===== config.mk =====
export PLATFORM = sky130hd
export DESIGN_NAME = qam_nco_loader
export DESIGN_NICKNAME = d
export VERILOG_FILES = /design/src/rtl/qnl_pkg.sv /design/src/rtl/qnl_table.sv /design/src/rtl/qnl_seq.sv /design/src/rtl/qam_nco_loader.sv
export SDC_FILE = /design/constraint.sdc
export NUM_CORES = 1
export LEC_CHECK = 0
export CORE_UTILIZATION = 46
export CTS_CLUSTER_SIZE = 12
export DETAILED_ROUTE_END_ITERATION = 10
export DONT_BUFFER_PORTS = 1
export PLACE_DENSITY_LB_ADDON = 0.12
export SKIP_LAST_GASP = 1
export SLEW_MARGIN = 10
export SYNTH_ARGS = -nofsm -noshare
export SYNTH_HDL_FRONTEND = slang
export SYNTH_SLANG_ARGS = --single-unit

===== constraint.sdc =====
create_clock -name clk -period 3.8 [get_ports clk]
set_input_delay 0.57 -clock clk [delete_from_list [all_inputs] [get_ports clk]]
set_output_delay 0.57 -clock clk [all_outputs]
set_load 0.005 [all_outputs]

===== src/rtl/qnl_pkg.sv =====
package qnl_pkg;

  parameter int DATA_W    = 16;
  parameter int POINTS    = 32;
  parameter int IDX_W     = $clog2(POINTS);
  parameter int SYM_W     = 8;
  parameter int CTRL_W    = 8;
  parameter int CTRL_CODE = 11;
  parameter int LANES     = 2;   // lane 0 in-phase, lane 1 quadrature

  typedef enum logic [2:0] {
    ST_IDLE,
    ST_READ,
    ST_WR_I,
    ST_WR_Q,
    ST_WR_CTRL,
    ST_CLOSE
  } seq_state_t;

  // Default table contents: a linear ramp per lane.
  function automatic logic [DATA_W-1:0] default_entry(input int lane, input int k);
    int v;
    if (lane == 0) v = (k - POINTS / 2) * (1 << (DATA_W - 6));
    else           v = (POINTS / 2 - k) * (1 << (DATA_W - 7));
    return v[DATA_W-1:0];
  endfunction

endpackage


===== src/rtl/qnl_table.sv =====
module qnl_table
  import qnl_pkg::*;
#(
  parameter int LANE  = 0,
  parameter int DEPTH = POINTS,
  parameter int AW    = IDX_W,
  parameter int DW    = DATA_W
) (
  input  logic          clk,
  input  logic          we,
  input  logic [AW-1:0] waddr,
  input  logic [DW-1:0] wdata,
  input  logic [AW-1:0] raddr,
  output logic [DW-1:0] rdata
);

  logic [DW-1:0] mem [DEPTH];

  initial begin
    for (int k = 0; k < DEPTH; k++) mem[k] = default_entry(LANE, k);
  end

  always_ff @(posedge clk) begin
    if (we) mem[waddr] <= wdata;
  end

  always_ff @(posedge clk) begin
    rdata <= mem[raddr];
  end

endmodule


===== src/rtl/qnl_seq.sv =====
module qnl_seq
  import qnl_pkg::*;
#(
  parameter int SW = SYM_W,
  parameter int AW = IDX_W,
  parameter int DW = DATA_W,
  parameter int CW = CTRL_W,
  parameter int CODE = CTRL_CODE
) (
  input  logic          clk,
  input  logic          rst,
  input  logic          in_valid,
  input  logic [SW-1:0] in_symbol,
  output logic          idle,
  output logic [AW-1:0] rd_idx,
  input  logic [DW-1:0] rd_i,
  input  logic [DW-1:0] rd_q,
  output logic [DW-1:0] nco_data,
  output logic          data_we,
  output logic [CW-1:0] nco_ctrl,
  output logic          ctrl_we,
  output logic          frame_n,
  output logic          done
);

  localparam logic [CW-1:0] CTRL_WORD = CW'(CODE);

  seq_state_t    state;
  logic [AW-1:0] idx_q;
  logic          unused_sym_hi;

  assign unused_sym_hi = ^in_symbol[SW-1:AW];
  assign idle   = (state == ST_IDLE);
  assign rd_idx = idx_q;

  always_ff @(posedge clk) begin
    if (rst) begin
      state    <= ST_IDLE;
      idx_q    <= '0;
      nco_data <= '0;
      nco_ctrl <= '0;
      data_we  <= 1'b0;
      ctrl_we  <= 1'b0;
      frame_n  <= 1'b1;
      done     <= 1'b0;
    end else begin
      data_we <= 1'b0;
      ctrl_we <= 1'b0;
      done    <= 1'b0;
      unique case (state)
        ST_IDLE: begin
          if (in_valid) begin
            idx_q   <= in_symbol[AW-1:0];
            frame_n <= 1'b0;
            state   <= ST_READ;
          end
        end
        ST_READ: state <= ST_WR_I;
        ST_WR_I: begin
          nco_data <= rd_i;
          data_we  <= 1'b1;
          state    <= ST_WR_Q;
        end
        ST_WR_Q: begin
          nco_data <= rd_q;
          data_we  <= 1'b1;
          state    <= ST_WR_CTRL;
        end
        ST_WR_CTRL: begin
          nco_ctrl <= CTRL_WORD;
          ctrl_we  <= 1'b1;
          state    <= ST_CLOSE;
        end
        ST_CLOSE: begin
          frame_n <= 1'b1;
          done    <= 1'b1;
          state   <= ST_IDLE;
        end
        default: state <= ST_IDLE;
      endcase
    end
  end

endmodule


===== src/rtl/qam_nco_loader.sv =====
module qam_nco_loader
  import qnl_pkg::*;
#(
  parameter int SW = SYM_W,
  parameter int AW = IDX_W,
  parameter int DW = DATA_W,
  parameter int CW = CTRL_W
) (
  input  logic          clk,
  input  logic          rst,
  input  logic          in_valid,
  input  logic [SW-1:0] in_symbol,
  output logic          in_ready,
  input  logic          tbl_we,
  input  logic          tbl_sel,
  input  logic [AW-1:0] tbl_addr,
  input  logic [DW-1:0] tbl_wdata,
  output logic [DW-1:0] nco_data,
  output logic          data_we,
  output logic [CW-1:0] nco_ctrl,
  output logic          ctrl_we,
  output logic          frame_n,
  output logic          done
);

  logic          idle;
  logic [AW-1:0] rd_idx;
  logic [DW-1:0] lane_rd [LANES];

  assign in_ready = idle;

  for (genvar g = 0; g < LANES; g++) begin : g_lane
    logic lane_we;
    assign lane_we = tbl_we && idle && (tbl_sel == g[0]);
    qnl_table #(.LANE(g), .DEPTH(1 << AW), .AW(AW), .DW(DW)) u_tab (
      .clk   (clk),
      .we    (lane_we),
      .waddr (tbl_addr),
      .wdata (tbl_wdata),
      .raddr (rd_idx),
      .rdata (lane_rd[g])
    );
  end

  qnl_seq #(.SW(SW), .AW(AW), .DW(DW), .CW(CW), .CODE(CTRL_CODE)) u_seq (
    .clk       (clk),
    .rst       (rst),
    .in_valid  (in_valid),
    .in_symbol (in_symbol),
    .idle      (idle),
    .rd_idx    (rd_idx),
    .rd_i      (lane_rd[0]),
    .rd_q      (lane_rd[1]),
    .nco_data  (nco_data),
    .data_we   (data_we),
    .nco_ctrl  (nco_ctrl),
    .ctrl_we   (ctrl_we),
    .frame_n   (frame_n),
    .done      (done)
  );

endmodule


==> impl_metrics.yaml, run 1 <==
worst_setup_path:
  crit_slowest_cell: "nand3_1"
  crit_path_max_fanout: 16
  r2r_cells: 4
  worst_ep_arrival_time_ps: 3060
  critPathMaxStageDelay_ps: 620
  reg2reg_from: "u_seq.state[2]$_SDFFE_PP0P_"
  path_class: "register to register"
  crit_end: "g_lane[0].u_tab.mem[23][1]$_DFFE_PP_"
  endpoint_kind: "register"
  startpoint: "u_seq.state[2]$_SDFFE_PP0P_"
  rrSetupSlack_ps: 1080
  timing.rr.end: "g_lane[0].u_tab.mem[23][1]$_DFFE_PP_"
  critical_path_required_ps: 4140
  crit_path_start_kind: "register"
  crit_chain: "nor4_2, nand3_1, nor2_1, buf_4"
global_route:
  grt_pass1_wl_um: 147000
  overflow: 0
  antenna_found_initial: 3
  grt_pass1_vias: 21500
  grt.total_usage_pct: 22.2
  grt_max_degree: 97
drt:
  wire_per_inst_um: 27.0
  first_pass_iters: 7
  routed_wl_um: 103000
  drt_iter0_drc: 1665
  routed-via-count: 21700
  ant_nets: 0
  drc_errors: 0
  avgViaCountPerCell: 5.70
layout:
  n_fill_cell: 7150
  layout.nets: 2580
  syn_to_final_growth_pct: 13.6
  fin_cells: 3814
  drive_above_1_share_pct: 11.1
pwr:
  internal_power_mw: 19.9
  power.switching_mw: 5.75
  power_mw: 25.6
  clkPwrFrac_pct: 40.2
  switching_share_pct: 22.4
  p_per_area_nw_per_um2: 538
  seqPwrFrac_pct: 52.1
  p_leak_nw: 15.0
  p_comb_share_pct: 7.7
  vdd_ir_drop_max_mv: 0.410
logic_synthesis:
  synthTopCellsByCount: "edfxtp_1, mux2i_1, nand2_1"
  netlist.area_leader.share_pct: 73.4
  syn_avg_cell_area_um2: 17.2
  synthCells: 2437
  yosysTopAreaCell: "edfxtp_1"
  synth_area_um2: 41900
  ys_async_sr_fraction_pct: 0
  synth-edff-count: 1024
  synthTopCellsByArea: "edfxtp_1, mux2i_1, dfxtp_1, a22oi_1, a22o_1"
  synth_most_common_cell: "edfxtp_1"
  ys_warn_count: 0
  ys_seq_area_share_pct: 76.3
  synth_seq_cells: 1085
  ys.flop_type: "edfxtp_1"
  synth_cell_type_count: 33
clock_network:
  clkSinkCount: 1085
  cts-resized-gates: 0
  clock_latency_ps: 680
  post-cts-setup-buffers: 0
  cts_made_buffers: 112
  root_buffer: "clkbuf_16"
  cts_tree: "done"
  cts_buffer_depth: 3
  ctsHtreeMaxLevel: 3
  cts.reportedPaths.clkPinSlew_ps: 60
timing:
  period_needed_ps: 2720
  fin_crit_sh_pct: 71.6
  skew_ps: 19.1
  rsz0062_at_grt: "no"
  drv_slew: 0
  setup_tns_ps: 0
  worst_pin_slew_ps: 1220
  hold_viol_final: 0
  relSlewSlack_pct: 18.3
  max_freq_ghz: 0.368
  setup_violations: 0
floorplanning:
  rows: 110
  io_pins: 63
  start_util_pct: 46.5
  die_w_um: 304
  die_y_um: 304
  core_area_um2: 90100
  dieArea_um2: 92300
place:
  dp_hpwl_um: 55100
  dpl.cell_count: 3577
  portBuffers: 0
  gp_congestion: 0.784
worst_hold_path:
  min_from: "in_symbol[4]"
  min_delay_path_depth: 2
  timing.hold.worst.class: "input pin to register"
flow_run:
  cap_violations: 0
status:
  status: "finished clean"
## registers in the layout, summed over array words and instances (netlist names)
name	cells
u_seq.ctrl_we	1
g_lane.u_tab.rdata	32
u_seq.nco_ctrl	1
u_seq.data_we	1
u_seq.nco_data	16
u_seq.frame_n	1
u_seq.done	1
u_seq.state	3
u_seq.rd_idx	5
g_lane.u_tab.mem	1024
## critical path, delay by kind of cell, from the launching register on
family | cells | cell delay (ps)
flip-flops | 1 | 610
AND/OR/NAND/NOR | 3 | 1430
buffers and inverters | 1 | 330
## worst min path at each step
stage / to / slack (ps)
3_5_place_dp: u_seq.nco_data[13]$_SDFFE_PP0P_ / 510
2_1_floorplan: u_seq.nco_data[0]$_SDFFE_PP0P_ / 490
4_1_cts: u_seq.rd_idx[4]$_SDFFE_PP0P_ / 3
3_3_place_gp: u_seq.nco_data[3]$_SDFFE_PP0P_ / 510
5_1_grt: u_seq.rd_idx[4]$_SDFFE_PP0P_ / 20
6_report: u_seq.rd_idx[4]$_SDFFE_PP0P_ / 50
## repair_timing
item | 4_1_cts | 5_1_grt
endpoints found under the hold margin | 863 | 0
endpoints found under the setup margin | 0 | 0
hold buffers | 31 | 0
## final cells by class
type                    instances  area, µm²  share of cell area [%]
diodes                          1       2.50                 0.00526
inverters                       2       7.51                  0.0158
flip-flops and latches       1085      32000                    67.2
well taps                    1176       1470                    3.09
clock buffers                 163       3180                    6.68
repair buffers                142       1620                    3.40
multi-input cells            1203       9090                    19.1
clock inverters                42        272                   0.570
## power by group through the flow
stage / clock [mW] / combinational [mW] / sequential, mW
after floorplan: 0 / 1.16 / 13.5
after global routing: 10.9 / 2.10 / 13.3
after global placement: 0 / 1.67 / 13.6
final: 10.3 / 1.98 / 13.3
after detailed placement: 0 / 1.69 / 13.6
after CTS: 10.5 / 1.98 / 13.3
## through the flow
step | setup WS, ps | instance area (µm²) | hold WS (ps) | util (%)
floorplan | 1310 | 41900 | 494 | -
global placement | 1210 | 43600 | 509 | 48.3
detailed placement | 1200 | 43600 | 514 | 48.3
CTS | 1170 | 47600 | 2.61 | 52.8
global route | 997 | 47600 | 16.7 | 52.8
finish | 1080 | 47600 | 49.7 | 52.8
## per-layer routing
layer | global-route usage [%] | share of wire (%)
met4 | 5.21 | 1.8
met1 | 31.8 | 45
met2 | 35.4 | 47
met5 | 0 | 0
met3 | 3.96 | 6.5
## cells in the final DEF (no fill, tap or decap), drive strengths merged, types with 2 or more instances in the layout
master and instances:
a211oi 16, a21oi 99, a22o 64, a22oi 96
a31oi 32, and2 2, buf 132, bufinv 3
clkbuf 163, clkinv 36, conb 5, dfxtp 61
dlygate4sd3 10, edfxtp 1024, inv 4, mux2i 533
nand2 108, nand2b 2, nand3 99, nand3b 3
nor2 92, nor2b 4, nor3 37, or3b 2
## logic make-up (layout without fill, tap and decap cells)
logic type	after synthesis	in the layout	share of synthesized area, %
muxes	533	533	12.7
AOI/OAI and AO/OA	310	310	5.05
xor gates and xnor gates	1	1	0.0209
and+or+nand+nor	354	354	3.76
other	1	6	0.00895
buffers and inverters	153	349	2.13
DFF	1085	1085	76.3
Power figures use the tool's default switching activity.
==> inputs of run 2 (changes only) <==
Clock period 3.8 ns to 2.3 ns, I/O delays scaled along.
==> run 2 against run 1 <==
Effect of this change:
- the flow now finishes with violations (setup timing)
- global-route usage down 1.1 points
- highest routed layer is now met5
- design area grew 1.8%
- die area did not move
- largest cell class unchanged
- via count decreased by 0.59%
- critical path type unchanged
- clock power increased by 65%
==> impl_metrics.yaml, run 2 (same netlist as run 1, synthesis figures left out) <==
clock_network:
  cts_made_buffers: 111
  cts.reportedPaths.clkPinSlew_ps: 60
  root_buffer: "clkbuf_16"
  clkSinkCount: 1085
  ctsHtreeMaxLevel: 3
  cts_tree: "done"
  cts_buffer_depth: 3
  clock_latency_ps: 680
layout:
  fin_area_um2: 48500
  antenna_cells: 0
  layout_commonest_cell: "edfxtp_1"
  reg.largest.list: "g_lane.u_tab.mem: 1024 flops, g_lane.u_tab.rdata: 32 flops, u_seq.nco_data: 16 flops"
  layout.nets: 2629
  n_fill_cell: 7105
  multi_input_area_um2: 9090
  syn_to_final_growth_pct: 15.7
  layout_common_cells: "edfxtp_1, mux2i_1, clkbuf_16, buf_4, nand2_1"
  fin_cells: 3861
  top_register: "g_lane.u_tab.mem"
  drive_above_1_share_pct: 12.6
  regArea_um2: 32000
  largest_reg_flops: 1024
status:
  violations: "setup timing"
  status: "finished, violations left"
place:
  gp_congestion: 0.792
  dp_hpwl_um: 55800
  dpl_cell_area_um2: 44500
  portBuffers: 0
  dpl.cell_count: 3633
pwr:
  p_per_area_nw_per_um2: 878
  vdd_ir_drop_max_mv: 0.796
  power_mw: 42.6
  p_leak_nw: 15.3
global_route:
  grt_max_degree: 65
  grt_pass1_wl_um: 141000
  grt.total_usage_pct: 21.1
  overflow: 0
  antenna_found_initial: 2
  grt_pass1_vias: 21400
timing:
  worst_pin_slew_ps: 604
  fin_crit_sh_pct: 100
  rsz0062_at_grt: "yes"
  drv_slew: 0
  hold_viol_final: 0
  setup_violations: 3
  skew_ps: 24.0
  period_needed_ps: 2300
  relSlewSlack_pct: 58.6
  max_freq_ghz: 0.434
  setup_ws_ps: -4.40
  timing.hold.ws_ps: 46.0
drt:
  routed_wl_um: 97700
  first_pass_iters: 5
  drt_iter0_drc: 1670
  routed-via-count: 21600
  avgViaCountPerCell: 5.60
  drc_errors: 0
  ant_nets: 0
  wire_per_inst_um: 25.3
worst_setup_path:
  path_class: "register to register"
  critPathMaxStageDelay_ps: 460
  crit_slowest_cell: "nand2_1"
  path_buf_inv: 2
  crit_path_start_kind: "register"
  crit_chain: "inv_1, nand2_1, nor4_2, nand2_1, nor2_1, buf_4"
  crit_path_max_fanout: 15
  endpoint_kind: "register"
  cp_top_family: "simple AND/OR/NAND/NOR gates"
  worst_ep_arrival_time_ps: 2650
  crit_top_cell: "nand2_1"
  rrSetupSlack_ps: -4
  critical_path_required_ps: 2640
floorplanning:
  core_area_um2: 90100
  start_util_pct: 46.5
  rows: 110
  io_pins: 63
  die_y_um: 304
  die_w_um: 304
  dieArea_um2: 92300
worst_hold_path:
  timing.hold.worst.class: "input pin to register"
flow_run:
  cap_violations: 0
-- run 2: worst paths after layout --
kind | start | to | cells after the start
worst min-delay path | tbl_wdata[4] | g_lane[1].u_tab.mem[0][4]$_DFFE_PP_ | 1
worst min register to register | u_seq.nco_data[3]$_SDFFE_PP0P_ | u_seq.nco_data[3]$_SDFFE_PP0P_ | 2
worst max-delay path | u_seq.state[1]$_SDFFE_PP0P_ | g_lane[0].u_tab.mem[10][6]$_DFFE_PP_ | 6
worst max register to register | u_seq.state[1]$_SDFFE_PP0P_ | g_lane[0].u_tab.mem[10][6]$_DFFE_PP_ | 6
-- run 2: final cells by class --
class	instances	share of cell area, %
clock buffers	171	6.51
well taps	1176	3.04
clock inverters	32	0.612
flip-flops and latches	1085	66.0
multi-input cells	1203	18.8
inverters	2	0.0155
repair buffers	192	5.12
-- run 2: power by group --
| group | total (mW) | switching, mW | internal [mW] |
|---|---|---|---|
| clock | 17.0 | 7.16 | 9.84 |
| combinational | 3.50 | 2.16 | 1.34 |
| sequential | 22.1 | 0.206 | 21.9 |
| total | 42.6 | 9.53 | 33.0 |
-- run 2: through the flow --
stage	setup WS (ps)	util [%]	setup TNS (ps)
floorplan	-27.3	-	-4580
global placement	30.5	49.3	0
detailed placement	19.3	49.3	0
CTS	9.43	53.8	0
global route	-145	53.8	-25020
finish	-4.40	53.8	-11.0
-- run 2: metal layers --
metal	vias up	global-route usage [%]	part of all wire, %
li1	9892	-	-
met1	11000	31.2	47
met5	-	0	0.013
met4	2	4.90	1.9
met3	125	4.74	6.6
met2	566	31.7	44
-- run 2: worst reg2reg max path, stage by stage, from the launching register on --
cell,delay [ps]
dfxtp_1,310
inv_1,120
nand2_1,140
nor4_2,390
nand2_1,460
nor2_1,270
buf_4,290
-- run 2: repair_timing --
item | CTS | global route
gates resized for setup | 0 | 3
endpoints found under the hold margin | 1053 | 0
buffers inserted | 0 | 0
setup endpoints to repair | 0 | 488
hold buffers | 25 | 0
